File: config.mk
export PLATFORM = sky130hd
export DESIGN_NAME = illegal_exc_seq
export DESIGN_NICKNAME = d
export VERILOG_FILES = /design/src/rtl/ill_exc_pkg.sv /design/src/rtl/exc_detect.sv /design/src/rtl/exc_seq.sv /design/src/rtl/illegal_exc_seq.sv
export SDC_FILE = /design/constraint.sdc
export NUM_CORES = 1
export LEC_CHECK = 0
export BUFFER_PORTS_ARGS = -buffer_cell sky130_fd_sc_hd__clkbuf_2
export CAP_MARGIN = 20
export CORE_AREA = 2 2 129 131
export CTS_BUF_LIST = sky130_fd_sc_hd__clkbuf_8
export CTS_CLUSTER_SIZE = 25
export DETAILED_ROUTE_END_ITERATION = 10
export DIE_AREA = 0 0 131 133
export GPL_TIMING_DRIVEN = 0
export HOLD_SLACK_MARGIN = 0.06
export PLACE_DENSITY = 0.79
export SLEW_MARGIN = 20
export SYNTH_ARGS = -nofsm -noshare
export SYNTH_HDL_FRONTEND = slang
export SYNTH_HIERARCHICAL = 1
export SYNTH_SLANG_ARGS = --single-unit
File: constraint.sdc
create_clock -name clk -period 4.4 [get_ports clk]
set_input_delay 0.66 -clock clk [delete_from_list [all_inputs] [get_ports clk]]
set_output_delay 0.66 -clock clk [all_outputs]
set_load 0.01 [all_outputs]
File: src/rtl/ill_exc_pkg.sv
package ill_exc_pkg;

    localparam int unsigned WORD_W = 32;

    typedef enum logic [0:0] {
        EXC_GENERAL = 1'b0,
        EXC_SLOT    = 1'b1
    } exc_kind_e;

    typedef enum logic [2:0] {
        ST_IDLE,
        ST_SAVE_SR,
        ST_SAVE_PC,
        ST_FETCH_VEC,
        ST_REDIRECT
    } seq_state_e;

    typedef struct packed {
        exc_kind_e         kind;
        logic [WORD_W-1:0] ret_pc;
        logic [WORD_W-1:0] sr;
        logic [WORD_W-1:0] sp;
    } exc_ctx_t;

    function automatic logic [WORD_W-1:0] vec_offset(exc_kind_e k,
                                                     int unsigned gen_vec,
                                                     int unsigned slot_vec);
        int unsigned n;
        n = (k == EXC_SLOT) ? slot_vec : gen_vec;
        return WORD_W'(n * (WORD_W / 8));
    endfunction

endpackage

File: src/rtl/exc_detect.sv
module exc_detect
    import ill_exc_pkg::*;
(
    input  logic      dec_valid,
    input  logic      dec_undef,
    input  logic      dec_pc_write,
    input  logic      dec_in_slot,
    input  logic      armed,
    output logic      take,
    output exc_kind_e kind
);
    logic slot_fault;
    logic gen_fault;

    always_comb begin
        slot_fault = dec_in_slot && (dec_undef || dec_pc_write);
        gen_fault  = !dec_in_slot && dec_undef;
        take       = armed && dec_valid && (slot_fault || gen_fault);
        kind       = slot_fault ? EXC_SLOT : EXC_GENERAL;
    end
endmodule

File: src/rtl/exc_seq.sv
module exc_seq
    import ill_exc_pkg::*;
#(
    parameter int unsigned GEN_VEC  = 4,
    parameter int unsigned SLOT_VEC = 6
) (
    input  logic              clk,
    input  logic              rst,
    input  logic              take,
    input  exc_kind_e         kind,
    input  logic [WORD_W-1:0] dec_pc,
    input  logic [WORD_W-1:0] slot_target,
    input  logic [WORD_W-1:0] cur_sr,
    input  logic [WORD_W-1:0] cur_sp,
    input  logic [WORD_W-1:0] vbr,
    input  logic              mem_ready,
    input  logic [WORD_W-1:0] mem_rdata,
    output logic              mem_req,
    output logic              mem_we,
    output logic [WORD_W-1:0] mem_addr,
    output logic [WORD_W-1:0] mem_wdata,
    output logic              pc_load,
    output logic [WORD_W-1:0] pc_new,
    output logic              sp_load,
    output logic [WORD_W-1:0] sp_new,
    output logic              busy
);
    localparam logic [WORD_W-1:0] STEP = WORD_W'(WORD_W / 8);

    seq_state_e        state_q;
    exc_ctx_t          ctx_q;
    logic [WORD_W-1:0] handler_q;

    always_ff @(posedge clk) begin
        if (rst) begin
            state_q   <= ST_IDLE;
            ctx_q     <= '0;
            handler_q <= '0;
        end else begin
            unique case (state_q)
                ST_IDLE: if (take) begin
                    ctx_q.kind   <= kind;
                    ctx_q.ret_pc <= (kind == EXC_SLOT) ? slot_target : dec_pc;
                    ctx_q.sr     <= cur_sr;
                    ctx_q.sp     <= cur_sp;
                    state_q      <= ST_SAVE_SR;
                end
                ST_SAVE_SR:   if (mem_ready) state_q <= ST_SAVE_PC;
                ST_SAVE_PC:   if (mem_ready) state_q <= ST_FETCH_VEC;
                ST_FETCH_VEC: if (mem_ready) begin
                    handler_q <= mem_rdata;
                    state_q   <= ST_REDIRECT;
                end
                ST_REDIRECT:  state_q <= ST_IDLE;
                default:      state_q <= ST_IDLE;
            endcase
        end
    end

    always_comb begin
        mem_req   = 1'b0;
        mem_we    = 1'b0;
        mem_addr  = '0;
        mem_wdata = '0;
        unique case (state_q)
            ST_SAVE_SR: begin
                mem_req   = 1'b1;
                mem_we    = 1'b1;
                mem_addr  = ctx_q.sp - STEP;
                mem_wdata = ctx_q.sr;
            end
            ST_SAVE_PC: begin
                mem_req   = 1'b1;
                mem_we    = 1'b1;
                mem_addr  = ctx_q.sp - (STEP << 1);
                mem_wdata = ctx_q.ret_pc;
            end
            ST_FETCH_VEC: begin
                mem_req  = 1'b1;
                mem_addr = vbr + vec_offset(ctx_q.kind, GEN_VEC, SLOT_VEC);
            end
            default: ;
        endcase
        sp_load = (state_q == ST_SAVE_PC) && mem_ready;
        sp_new  = ctx_q.sp - (STEP << 1);
        pc_load = (state_q == ST_REDIRECT);
        pc_new  = handler_q;
        busy    = (state_q != ST_IDLE);
    end
endmodule

File: src/rtl/illegal_exc_seq.sv
module illegal_exc_seq
    import ill_exc_pkg::*;
#(
    parameter int unsigned GEN_VEC  = 4,
    parameter int unsigned SLOT_VEC = 6
) (
    input  logic              clk,
    input  logic              rst,
    input  logic              dec_valid,
    input  logic              dec_undef,
    input  logic              dec_pc_write,
    input  logic              dec_in_slot,
    input  logic [WORD_W-1:0] dec_pc,
    input  logic [WORD_W-1:0] slot_target,
    input  logic [WORD_W-1:0] cur_sp,
    input  logic [WORD_W-1:0] cur_sr,
    input  logic [WORD_W-1:0] vbr,
    output logic              mem_req,
    output logic              mem_we,
    output logic [WORD_W-1:0] mem_addr,
    output logic [WORD_W-1:0] mem_wdata,
    input  logic [WORD_W-1:0] mem_rdata,
    input  logic              mem_ready,
    output logic              flush,
    output logic              busy,
    output logic              pc_load,
    output logic [WORD_W-1:0] pc_new,
    output logic              sp_load,
    output logic [WORD_W-1:0] sp_new
);
    logic      take;
    exc_kind_e kind;

    exc_detect u_detect (
        .dec_valid    (dec_valid),
        .dec_undef    (dec_undef),
        .dec_pc_write (dec_pc_write),
        .dec_in_slot  (dec_in_slot),
        .armed        (!busy),
        .take         (take),
        .kind         (kind)
    );

    exc_seq #(.GEN_VEC(GEN_VEC), .SLOT_VEC(SLOT_VEC)) u_seq (
        .clk         (clk),
        .rst         (rst),
        .take        (take),
        .kind        (kind),
        .dec_pc      (dec_pc),
        .slot_target (slot_target),
        .cur_sr      (cur_sr),
        .cur_sp      (cur_sp),
        .vbr         (vbr),
        .mem_ready   (mem_ready),
        .mem_rdata   (mem_rdata),
        .mem_req     (mem_req),
        .mem_we      (mem_we),
        .mem_addr    (mem_addr),
        .mem_wdata   (mem_wdata),
        .pc_load     (pc_load),
        .pc_new      (pc_new),
        .sp_load     (sp_load),
        .sp_new      (sp_new),
        .busy        (busy)
    );

    assign flush = take;
endmodule

==> impl_summary.log, run 1 <==
INFO  metric result_of_the_run = completed
INFO  metric io_pins = 333
INFO  metric synth-edff-count = 0
INFO  metric place.port_buffers = 331
INFO  metric floorplan.rows = 47
INFO  metric via_count_of_the_first_global_routing_pass = 8291
INFO  metric fp.dieArea = 17400 um2
INFO  metric viasPerCell = 5.61
INFO  metric ctsLongestPathBuffers = 2
INFO  metric postSynth.asyncResetShare = 0
INFO  metric maxClockFrequency = 249 MHz
INFO  metric final_antenna_net_count = 0
INFO  metric grt_first_pass_wirelength = 43.5 mm
INFO  metric setup_viol_count_final = 0
INFO  metric slew_viol_final = 0
INFO  metric postSynthRegisterBits = 132
INFO  metric power.density = 363 nW/um2
INFO  metric clock_pin_slew_on_the_worst_setup_and_hold_paths = 0.09 ns
INFO  metric crit_path_start = u_seq/ctx_q[10]$_SDFFE_PP0P_
INFO  metric dr_total_vias = 8857
INFO  metric worstMarginPinSlew = 0.932 ns
INFO  metric reg2reg_slack = 1.22 ns
INFO  metric finalSetupTns = 0 ns
INFO  metric die_w = 131 um
INFO  metric netSwitchingFraction = 0.377
INFO  metric preCtsSetupSlack = 0.617 ns
INFO  metric timing.critical_path.from_type = register
INFO  metric critical_path.most_common_cell = clkbuf_1
INFO  metric reg2reg_to = u_seq/ctx_q[46]$_SDFFE_PP0P_
INFO  metric route.detailed.drc = 0
INFO  metric average_cell_area_after_synthesis = 7.47 um2
INFO  metric critical_path.reg2reg.startpoint = u_seq/state_q[0]$_SDFFE_PP0P_
INFO  metric syn_to_final_growth = 31.1%
INFO  metric seq_area_frac_synth = 0.355
INFO  metric wirelength = 29.2 mm
INFO  metric numCtsBuffers = 17
INFO  metric initial_utilization = 0.460
INFO  metric timing.max_cap.violations = 0
INFO  metric pin_count_of_the_biggest_net_entering_global_routing = 17
INFO  metric final_hpwl_from_detailed_placement = 23.0 mm
INFO  metric num-nets-final = 1548
INFO  metric finalHoldViolCount = 0
INFO  metric reg_power_frac = 0.377
INFO  metric timing.slew.headroom = 0.374
INFO  metric cts.repair_timing.setup_buffer_count = 0
INFO  metric drt-wirelength-per-cell = 18.5 um
INFO  metric post_synth_num_cell_types = 52
INFO  metric unrepaired_setup_endpoints_after_global_routing = no
INFO  metric gp_congestion = 1.00
INFO  metric worst_r2r_path_depth = 11
INFO  metric synth.cell_area = 7430 um2
INFO  metric hold_path.class = in -> reg
INFO  metric placeable_area = 16200 um2
INFO  metric drtPass1Iterations = 6
INFO  metric post_cts_resize_count = 0
INFO  metric ir_worst_vdd = 0.231 mV
INFO  metric period_minus_slack = 4.02 ns
INFO  metric sequential_cell_area = 2640 um2
INFO  metric multi_input_area = 4390 um2
INFO  metric dominantRegCellSynth = dfxtp_1
INFO  metric drive_above_1_share = 0.278
INFO  metric fillers = 1527
INFO  metric mappedNetlistNets = 1198
INFO  metric crit_required = 3.74 ns
INFO  metric gr-total-overflow = 0
INFO  metric power.share.combinational = 0.349
INFO  metric groute.usage.overall = 0.327
INFO  metric p_leak = 4.30 nW
INFO  metric num_antenna_cells = 0
INFO  metric worst-setup-path-type = reg -> out
INFO  metric synth_warnings = 6
INFO  metric layout_setup_ws = 0.377 ns
INFO  metric layout.cells.most_common_list = 332 x clkbuf_2, 233 x nand2_1, 132 x dfxtp_1
INFO  metric cell_internal_pwr = 2.20 mW
INFO  metric final_common_cell = clkbuf_2
INFO  metric cp_data_arrival_time = 3.36 ns
INFO  metric pwr-share-clk = 0.274
INFO  metric cts_hold_repair.buffers = 0
INFO  metric h-tree-depth = 4
INFO  metric die_h = 133 um
INFO  metric worst_setup_ep = mem_addr[25]
INFO  metric timing.critical_path.fanout_max = 10
INFO  metric critPathSlowestCell = nor4_1
INFO  metric fin_worst_skew = 0.0126 ns
INFO  metric net-switching-power = 1.33 mW
INFO  metric clock_insertion_delay_worst_skew = 0.45 ns
INFO  metric synth_cells = 995
INFO  metric cells_along_the_critical_path = clkbuf_1, nor4_1, and2_0, and2_1, clkbuf_1, nand3_1, o221ai_1, clkbuf_2
INFO  metric crit_path_end_kind = output port
INFO  metric tritoncts = built
INFO  metric antenna_found_initial = 0
INFO  metric slowest_delay = 0.86 ns
INFO  metric timing.final.crit_share = 0.914
INFO  metric total_clock_sinks = 132
INFO  metric cts-root-buf = clkbuf_8
INFO  metric drt_first_iter_violations = 642
-- worst min-delay path by stage --
stage	from	end	cells after the start
after floorplan	u_seq/ctx_q[32]$_SDFFE_PP0P_	u_seq/ctx_q[32]$_SDFFE_PP0P_	2
after global placement	u_seq/pc_new[2]$_SDFFE_PP0P_	u_seq/pc_new[2]$_SDFFE_PP0P_	2
after detailed placement	u_seq/ctx_q[44]$_SDFFE_PP0P_	u_seq/ctx_q[44]$_SDFFE_PP0P_	2
after CTS	cur_sp[2]	u_seq/ctx_q[2]$_SDFFE_PP0P_	3
after global routing	mem_rdata[3]	u_seq/pc_new[3]$_SDFFE_PP0P_	3
final	mem_rdata[30]	u_seq/pc_new[30]$_SDFFE_PP0P_	3
-- routing by layer --
metal	up-vias	share of wire	track usage	wire length, um
li1	4203	-	-	-
met1	4078	0.39	0.397	11500
met2	501	0.49	0.557	14200
met3	75	0.082	0.0655	2390
met4	0	0.037	0.136	1090
met5	-	0	0	0
-- per-stage QoR --
stage                     cells  power, mW  hold WS [ns]  utilization  area (um2)
after floorplan             995       2.08         0.437            -        7430
after global placement     1546       2.56         0.441        0.579        9370
after detailed placement   1546       2.57         0.447        0.579        9370
after CTS                  1578       3.53         0.407        0.602        9740
after global routing       1578       3.72         0.402        0.603        9750
final                      1578       3.54         0.430        0.603        9750
-- synth_stat cells (12+ instances only) --
library cell	count	share of area
inv_1	14	0.0071
dfxtp_1	132	0.36
mux2i_1	37	0.050
nor4_1	18	0.015
xor2_1	33	0.039
a211oi_1	32	0.032
clkbuf_1	75	0.038
o21ai_0	12	0.0081
nand3_1	15	0.010
o22ai_1	12	0.010
a21oi_1	112	0.075
nand2_1	233	0.12
nor2_1	66	0.033
a22o_1	36	0.042
xnor2_1	21	0.025
nor3_1	21	0.014
-- cells by family (layout without fill, tap and decap cells) --
kind of cell	count (synthesis)	after routing	synth area share
AO/OA/AOI/OAI	248	248	0.217
XOR/XNOR	54	54	0.0636
adder cells (fa/ha/maj)	4	4	0.00673
buffers and inverters	102	465	0.0552
flip-flops	132	132	0.355
multiplexers	37	37	0.0498
AND/OR/NAND/NOR	418	418	0.252
-- power groups by stage --
stage,Clock (mW),Sequential [mW],Combinational (mW)
global placement,0,1.35,1.20
floorplan,0,1.34,0.742
finish,0.970,1.33,1.24
detailed placement,0,1.36,1.21
global route,1.03,1.34,1.35
CTS,0.989,1.33,1.21
-- cell type report --
| class | instances | area share |
|---|---|---|
| Buffer | 88 | 0.0367 |
| Clock buffer | 18 | 0.0254 |
| Clock inverter | 14 | 0.0130 |
| Inverter | 14 | 0.00539 |
| Multi-Input combinational cell | 761 | 0.450 |
| Sequential cell | 132 | 0.271 |
| Tap cell | 220 | 0.0282 |
| Timing Repair Buffer | 331 | 0.170 |
-- registers in the layout, indices dropped and copies added (netlist names) --
register	count
u_seq/pc_new	32
u_seq/ctx_q	97
u_seq/state_q	3
-- critical path, delay by kind of cell, from the launching register on --
kind,cells,cell delay (ns)
AND/OR/NAND/NOR,4,1.54
buffers and inverters,3,0.69
AO/OA/AOI/OAI,1,0.39
flip-flops,1,0.30
No activity file was read; power rests on OpenSTA's default activity.
==> run 2: changes to the inputs <==
--- a/config.mk
+++ b/config.mk
@@ -5,16 +5,19 @@
 export SDC_FILE = /design/constraint.sdc
 export NUM_CORES = 1
 export LEC_CHECK = 0
+export ABC_AREA = 1
 export BUFFER_PORTS_ARGS = -buffer_cell sky130_fd_sc_hd__clkbuf_2
 export CAP_MARGIN = 20
-export CORE_AREA = 2 2 129 131
+export CELL_PAD_IN_SITES_DETAIL_PLACEMENT = 1
+export CELL_PAD_IN_SITES_GLOBAL_PLACEMENT = 1
+export CORE_MARGIN = 2
+export CORE_UTILIZATION = 36
 export CTS_BUF_LIST = sky130_fd_sc_hd__clkbuf_8
 export CTS_CLUSTER_SIZE = 25
 export DETAILED_ROUTE_END_ITERATION = 10
-export DIE_AREA = 0 0 131 133
 export GPL_TIMING_DRIVEN = 0
 export HOLD_SLACK_MARGIN = 0.06
-export PLACE_DENSITY = 0.79
+export PLACE_DENSITY_LB_ADDON = 0.1
 export SLEW_MARGIN = 20
 export SYNTH_ARGS = -nofsm -noshare
 export SYNTH_HDL_FRONTEND = slang
==> impl_summary.log, run 2 <==
INFO  metric result_of_the_run = completed
INFO  metric yosys-mux-area-fraction = 0
INFO  metric unrepaired_setup_endpoints_after_global_routing = no
INFO  metric drive_above_1_share = 0.281
INFO  metric ir_worst_vdd = 0.221 mV
INFO  metric cts_hold_repair.buffers = 0
INFO  metric drtPass1Iterations = 4
INFO  metric multi_input_area = 4490 um2
INFO  metric drt-wirelength-per-cell = 18.6 um
INFO  metric die_w = 155 um
INFO  metric synth_top_area_frac = 0.323
INFO  metric viasPerCell = 5.19
INFO  metric netlist_top_cells_count = 210 x nand2_1, 172 x inv_1, 135 x nor2_1, 132 x dfxtp_1, 121 x nand3_1
INFO  metric cts-root-buf = clkbuf_8
INFO  metric met3WireLength = 1.97 mm
INFO  metric largest_register = u_seq/ctx_q
INFO  metric synthAdderAreaFrac = 0.00612
INFO  metric total_clock_sinks = 132
INFO  metric tritoncts = built
INFO  metric worst_r2r_path_depth = 10
INFO  metric critPathSlowestCell = dfxtp_1
INFO  metric crit_buf_inv = 2
INFO  metric dr_wl_met2 = 17.6 mm
INFO  metric syn_to_final_growth = 30.0%
INFO  metric hold_path.class = in -> reg
INFO  metric synth_cells = 1255
INFO  metric mappedNetlistNets = 1458
INFO  metric num-nets-final = 1808
INFO  metric synth_top_family_by_area = simple AND/OR/NAND/NOR gates
INFO  metric reg2reg_slack = 2.18 ns
INFO  metric power.total = 6.74 mW
INFO  metric crit_path_end_kind = output port
INFO  metric floorplan.rows = 55
INFO  metric final_common_cell = clkbuf_2
INFO  metric placeable_area = 22500 um2
INFO  metric post_synth_num_cell_types = 39
INFO  metric dominantRegCellSynth = dfxtp_1
INFO  metric seq_area_frac_synth = 0.323
INFO  metric place.port_buffers = 331
INFO  metric drt-met1-wl = 14.7 mm
INFO  metric max_ffs_per_register = 97
INFO  metric gr-total-overflow = 0
INFO  metric synth_warnings = 6
INFO  metric final_hpwl_from_detailed_placement = 28.6 mm
INFO  metric worst-setup-path-type = reg -> out
INFO  metric fillers = 3127
INFO  metric post_cts_resize_count = 0
INFO  metric fp.dieArea = 23900 um2
INFO  metric numCtsBuffers = 17
INFO  metric groute.usage.overall = 0.292
INFO  metric postSynth.asyncResetShare = 0
INFO  metric grt_first_pass_wirelength = 54.0 mm
INFO  metric cp_data_arrival_time = 2.46 ns
INFO  metric gp_congestion = 0.894
INFO  metric synth-edff-count = 0
INFO  metric yosys.area_share.xor_xnor = 0.0161
INFO  metric crit_required = 3.74 ns
INFO  metric timing.max_cap.violations = 0
INFO  metric reg2reg_to = u_seq/ctx_q[21]$_SDFFE_PP0P_
INFO  metric finalHoldViolCount = 0
INFO  metric timing.critical_path.fanout_max = 6
INFO  metric p_leak = 4.94 nW
INFO  metric power.density = 634 nW/um2
INFO  metric ctsLongestPathBuffers = 2
INFO  metric worst_path_dominant_cell_family = simple AND/OR/NAND/NOR gates
INFO  metric fin_worst_skew = 0.0114 ns
INFO  metric dr_total_vias = 9877
INFO  metric die_h = 155 um
INFO  metric period_minus_slack = 3.12 ns
INFO  metric setup_viol_count_final = 0
INFO  metric min-delay-start = mem_rdata[16]
INFO  metric synth.cell_area = 8180 um2
INFO  metric antenna_found_initial = 1
INFO  metric wirelength = 35.4 mm
INFO  metric slew_viol_final = 0
INFO  metric synthDominantAreaCellType = dfxtp_1
INFO  metric average_cell_area_after_synthesis = 6.52 um2
INFO  metric worstHoldPathCells = 3
INFO  metric drt_first_iter_violations = 493
INFO  metric maxUsedRoutingLayer = met4
INFO  metric initial_utilization = 0.364
INFO  metric sequential_cell_area = 2640 um2
INFO  metric pin_count_of_the_biggest_net_entering_global_routing = 17
INFO  metric clock_pin_slew_on_the_worst_setup_and_hold_paths = 0.09 ns
INFO  metric layout.cells.most_common_list = 331 x clkbuf_2, 210 x nand2_1, 172 x inv_1
INFO  metric post_synth_and_or_nand_nor_area_fraction = 0.296
INFO  metric clock_insertion_delay_worst_skew = 0.46 ns
INFO  metric h-tree-depth = 4
INFO  metric worstMarginPinSlew = 0.788 ns
INFO  metric postSynthRegisterBits = 132
INFO  metric slowest_delay = 0.40 ns
INFO  metric critical_path.reg2reg.startpoint = u_seq/state_q[2]$_SDFFE_PP0P_
INFO  metric maxClockFrequency = 321 MHz
INFO  metric timing.critical_path.from_type = register
INFO  metric route.detailed.drc = 0
INFO  metric final_antenna_net_count = 0
INFO  metric cts.repair_timing.setup_buffer_count = 0
INFO  metric synth_most_common_cell = nand2_1
INFO  metric io_pins = 333
INFO  metric timing.final.crit_share = 0.709
INFO  metric hold-path-endpoint = u_seq/pc_new[16]$_SDFFE_PP0P_
INFO  metric cells_along_the_critical_path = inv_1, ha_1, nand2_2, nor2_4, nand2_2, o21ai_0, nand3_1, nand3_1, clkbuf_2
INFO  metric synth-compound-area-share = 0.230
INFO  metric via_count_of_the_first_global_routing_pass = 9966
INFO  metric ys_top_cells_by_area = dfxtp_1 32%, nand2_1 9.6%, inv_1 7.9%, nand3_1 7.4%, a21oi_1 6.4%
INFO  metric finalSetupTns = 0 ns
INFO  metric timing.slew.headroom = 0.475
-- run 2: final cells by class --
class                      count  share of cell area
sequential                   132               0.249
clock inverter                14              0.0189
timing repair buffer         331               0.156
buffer                        69              0.0348
antenna                        1            0.000235
multi-input combinational    874               0.423
clock buffer                  17              0.0220
inverter                     180              0.0636
tap                          285              0.0335
-- run 2: worst min-delay path: stages --
cell	delay [ns]
clkbuf_2	0.08
nand3_1	0.07
a21oi_1	0.06
-- run 2: how the worst max path moves through the flow --
| stage | slack (ns) | cells past startpoint | start | to |
|---|---|---|---|---|
| 4_1_cts | 1.24 | 9 | u_seq/ctx_q[2]$_SDFFE_PP0P_ | mem_addr[18] |
| 3_5_place_dp | 1.35 | 11 | vbr[3] | mem_addr[18] |
| 3_3_place_gp | 1.37 | 11 | vbr[3] | mem_addr[18] |
| 6_report | 1.28 | 9 | u_seq/ctx_q[2]$_SDFFE_PP0P_ | mem_addr[18] |
| 2_1_floorplan | 1.95 | 11 | vbr[3] | mem_addr[17] |
| 5_1_grt | 1.05 | 9 | u_seq/ctx_q[2]$_SDFFE_PP0P_ | mem_addr[16] |
-- run 2: per-layer routing --
layer  global-route usage  vias to the layer above
li1                     -                     4870
met1                0.345                     4638
met2                0.522                      314
met3               0.0546                       55
met4                0.113                        0
met5                    0                        -
-- run 2: cell families (layout without fill, tap and decap cells) --
group | after synthesis | in the layout
AOI/OAI and AO/OA | 324 | 324
and+or+nand+nor | 531 | 531
buffers and inverters | 249 | 611
xor gates and xnor gates | 15 | 15
DFF | 132 | 132
adders and majority gates | 4 | 4
other | 0 | 1
-- run 2: where the power goes --
part / leakage [nW] / internal, mW / switching (mW)
combinational: 3.65 / 1.27 / 2.72
clock: 0.213 / 0.623 / 0.537
sequential: 1.08 / 1.43 / 0.160
-- run 2: stage by stage --
stage / area, um2 / cells / hold slack (ns) / util / setup slack [ns]
floorplan: 8180 / 1255 / 0.427 / - / 1.95
global placement: 10200 / 1871 / 0.441 / 0.453 / 1.37
detailed placement: 10200 / 1871 / 0.446 / 0.453 / 1.35
CTS: 10600 / 1902 / 0.416 / 0.472 / 1.24
global route: 10600 / 1903 / 0.432 / 0.472 / 1.05
finish: 10600 / 1903 / 0.446 / 0.472 / 1.28
==> run 3: changes to the inputs <==
--- a/config.mk
+++ b/config.mk
@@ -11,7 +11,7 @@
 export CELL_PAD_IN_SITES_DETAIL_PLACEMENT = 1
 export CELL_PAD_IN_SITES_GLOBAL_PLACEMENT = 1
 export CORE_MARGIN = 2
-export CORE_UTILIZATION = 36
+export CORE_UTILIZATION = 34
 export CTS_BUF_LIST = sky130_fd_sc_hd__clkbuf_8
 export CTS_CLUSTER_SIZE = 25
 export DETAILED_ROUTE_END_ITERATION = 10
==> constraint.sdc (replaced) <==
create_clock -name clk -period 2.9 [get_ports clk]
set_input_delay 0.435 -clock clk [delete_from_list [all_inputs] [get_ports clk]]
set_output_delay 0.435 -clock clk [all_outputs]
set_load 0.01 [all_outputs]
==> impl_summary.log, run 3 (synthesized netlist as in run 2, its figures left out) <==
INFO  metric timing.max_cap.violations = 0
INFO  metric result_of_the_run = completed
INFO  metric setup_viol_count_final = 0
INFO  metric viasPerCell = 5.13
INFO  metric worstMarginPinSlew = 0.825 ns
INFO  metric wirelength = 36.1 mm
INFO  metric unrepaired_setup_endpoints_after_global_routing = yes
INFO  metric floorplan.rows = 56
INFO  metric total_clock_sinks = 132
INFO  metric power.density = 950 nW/um2
INFO  metric layout_setup_ws = 0.139 ns
INFO  metric design_area = 10700 um2
INFO  metric largest_register = u_seq/ctx_q
INFO  metric ir_worst_vdd = 0.332 mV
INFO  metric numCtsBuffers = 17
INFO  metric timing.critical_path.from_type = register
INFO  metric worst-setup-path-type = reg -> out
INFO  metric worst_r2r_path_depth = 10
INFO  metric timing.slew.headroom = 0.450
INFO  metric cts.repair_timing.setup_buffer_count = 0
INFO  metric final_common_cell = clkbuf_2
INFO  metric cp_data_arrival_time = 2.33 ns
INFO  metric p_leak = 4.93 nW
INFO  metric io_pins = 333
INFO  metric clock_pin_slew_on_the_worst_setup_and_hold_paths = 0.09 ns
INFO  metric via_count_of_the_first_global_routing_pass = 10377
INFO  metric finalHoldViolCount = 0
INFO  metric tritoncts = built
INFO  metric num-nets-final = 1808
INFO  metric crit_path_end_kind = output port
INFO  metric max_ffs_per_register = 97
INFO  metric drt-wirelength-per-cell = 18.6 um
INFO  metric clock_insertion_delay_worst_skew = 0.47 ns
INFO  metric fin_worst_skew = 0.0219 ns
INFO  metric fp.dieArea = 25300 um2
INFO  metric die_w = 159 um
INFO  metric pin_count_of_the_biggest_net_entering_global_routing = 17
INFO  metric multi_input_area = 4530 um2
INFO  metric critical_path.reg2reg.startpoint = u_seq/state_q[2]$_SDFFE_PP0P_
INFO  metric min-delay-start = mem_rdata[21]
INFO  metric maxClockFrequency = 362 MHz
INFO  metric syn_to_final_growth = 30.6%
INFO  metric route.detailed.drc = 0
INFO  metric layout.cells.most_common_list = 331 x clkbuf_2, 210 x nand2_1, 169 x inv_1
INFO  metric num_antenna_cells = 0
INFO  metric drive_above_1_share = 0.288
INFO  metric dr_total_vias = 9928
INFO  metric drtPass1Iterations = 7
INFO  metric place.port_buffers = 331
INFO  metric worstHoldPathCells = 3
INFO  metric hold-path-endpoint = u_seq/pc_new[21]$_SDFFE_PP0P_
INFO  metric final_antenna_net_count = 0
INFO  metric cts-root-buf = clkbuf_8
INFO  metric sequential_cell_area = 2640 um2
INFO  metric hold_path.class = in -> reg
INFO  metric placeable_area = 23500 um2
INFO  metric drt_first_iter_violations = 435
INFO  metric grt_first_pass_wirelength = 56.3 mm
INFO  metric h-tree-depth = 4
INFO  metric crit_required = 2.47 ns
INFO  metric gp_congestion = 0.911
INFO  metric preCtsSetupSlack = 0.265 ns
INFO  metric slew_viol_final = 0
INFO  metric final_hpwl_from_detailed_placement = 29.2 mm
INFO  metric detailed_place.area = 10200 um2
INFO  metric ctsLongestPathBuffers = 2
INFO  metric antenna_found_initial = 2
INFO  metric groute.usage.overall = 0.283
INFO  metric timing.critical_path.fanout_max = 5
INFO  metric timing.final.crit_share = 0.952
INFO  metric initial_utilization = 0.347
INFO  metric gr-total-overflow = 0
INFO  metric die_h = 159 um
INFO  metric fillers = 3261
INFO  metric reg2reg_slack = 0.77 ns
INFO  metric period_minus_slack = 2.76 ns
INFO  metric reg2reg_to = u_seq/ctx_q[91]$_SDFFE_PP0P_
[run 3: changes by cell type in the layout (fill, tap and decap cells not counted), moves of 2 or more]
cell / delta
nor2_1: -3
nor2_2: +2
bufinv_16: -2
inv_2: +4
inv_8: +2
ha_1: -2
inv_1: -3
[run 3: worst max-delay path by stage]
stage	start	end	slack (ns)
6_report	u_seq/ctx_q[96]$_SDFFE_PP0P_	mem_addr[17]	0.14
3_5_place_dp	vbr[3]	mem_addr[18]	0.26
5_1_grt	u_seq/ctx_q[96]$_SDFFE_PP0P_	mem_addr[20]	-0.05
2_1_floorplan	u_seq/ctx_q[3]$_SDFFE_PP0P_	mem_addr[19]	0.86
4_1_cts	u_seq/ctx_q[3]$_SDFFE_PP0P_	mem_addr[25]	0.009
3_3_place_gp	vbr[3]	mem_addr[18]	0.29
[run 3: timing repair]
item / in CTS / in global routing
gates resized for setup: 2 / 14
hold buffers: 0 / 0
cloned: 0 / 0
endpoints found under the setup margin: 7 / 22
pin swaps: 0 / 2
[run 3: metrics by stage]
step	utilization	instances	hold slack, ns	total power [mW]	TNS (ns)
4_1_cts	0.452	1937	0.173	10.1	0
3_5_place_dp	0.435	1905	0.450	8.47	0
3_3_place_gp	0.435	1905	0.441	8.37	0
5_1_grt	0.454	1937	0.184	10.9	-0.118
6_report	0.454	1937	0.205	10.2	0
2_1_floorplan	-	1255	0.427	6.13	0
[run 3: area by class of cell]
cell class                      count  share of cell area
Multi-Input combinational cell    874               0.424
Sequential cell                   132               0.247
Timing Repair Buffer              331               0.155
Inverter                          180              0.0633
Tap cell                          319              0.0374
Buffer                             69              0.0348
Clock buffer                       17              0.0219
Clock inverter                     15              0.0160
[run 3: report_power, final]
part | switching, mW | internal [mW]
Sequential | 0.248 | 2.17
Clock | 0.844 | 0.787
Combinational | 4.15 | 1.95
[run 3: layer usage]
metal | global-route usage | part of all wire | vias to the layer above
met4 | 0.0967 | 0.027 | 4
met5 | 0 | 0.00083 | -
met3 | 0.0654 | 0.056 | 55
met1 | 0.331 | 0.41 | 4711
met2 | 0.509 | 0.50 | 285
li1 | - | - | 4873
[run 3: worst max-delay path, cell delays in order (launching register included)]
cell,delay [ns]
dfxtp_1,0.35
ha_1,0.15
inv_1,0.05
ha_1,0.21
inv_2,0.11
nand3_2,0.12
nor2_1,0.28
nand2_1,0.12
nor2_1,0.11
nor2_1,0.05
nand2_1,0.10
nand3_1,0.09
clkbuf_2,0.14
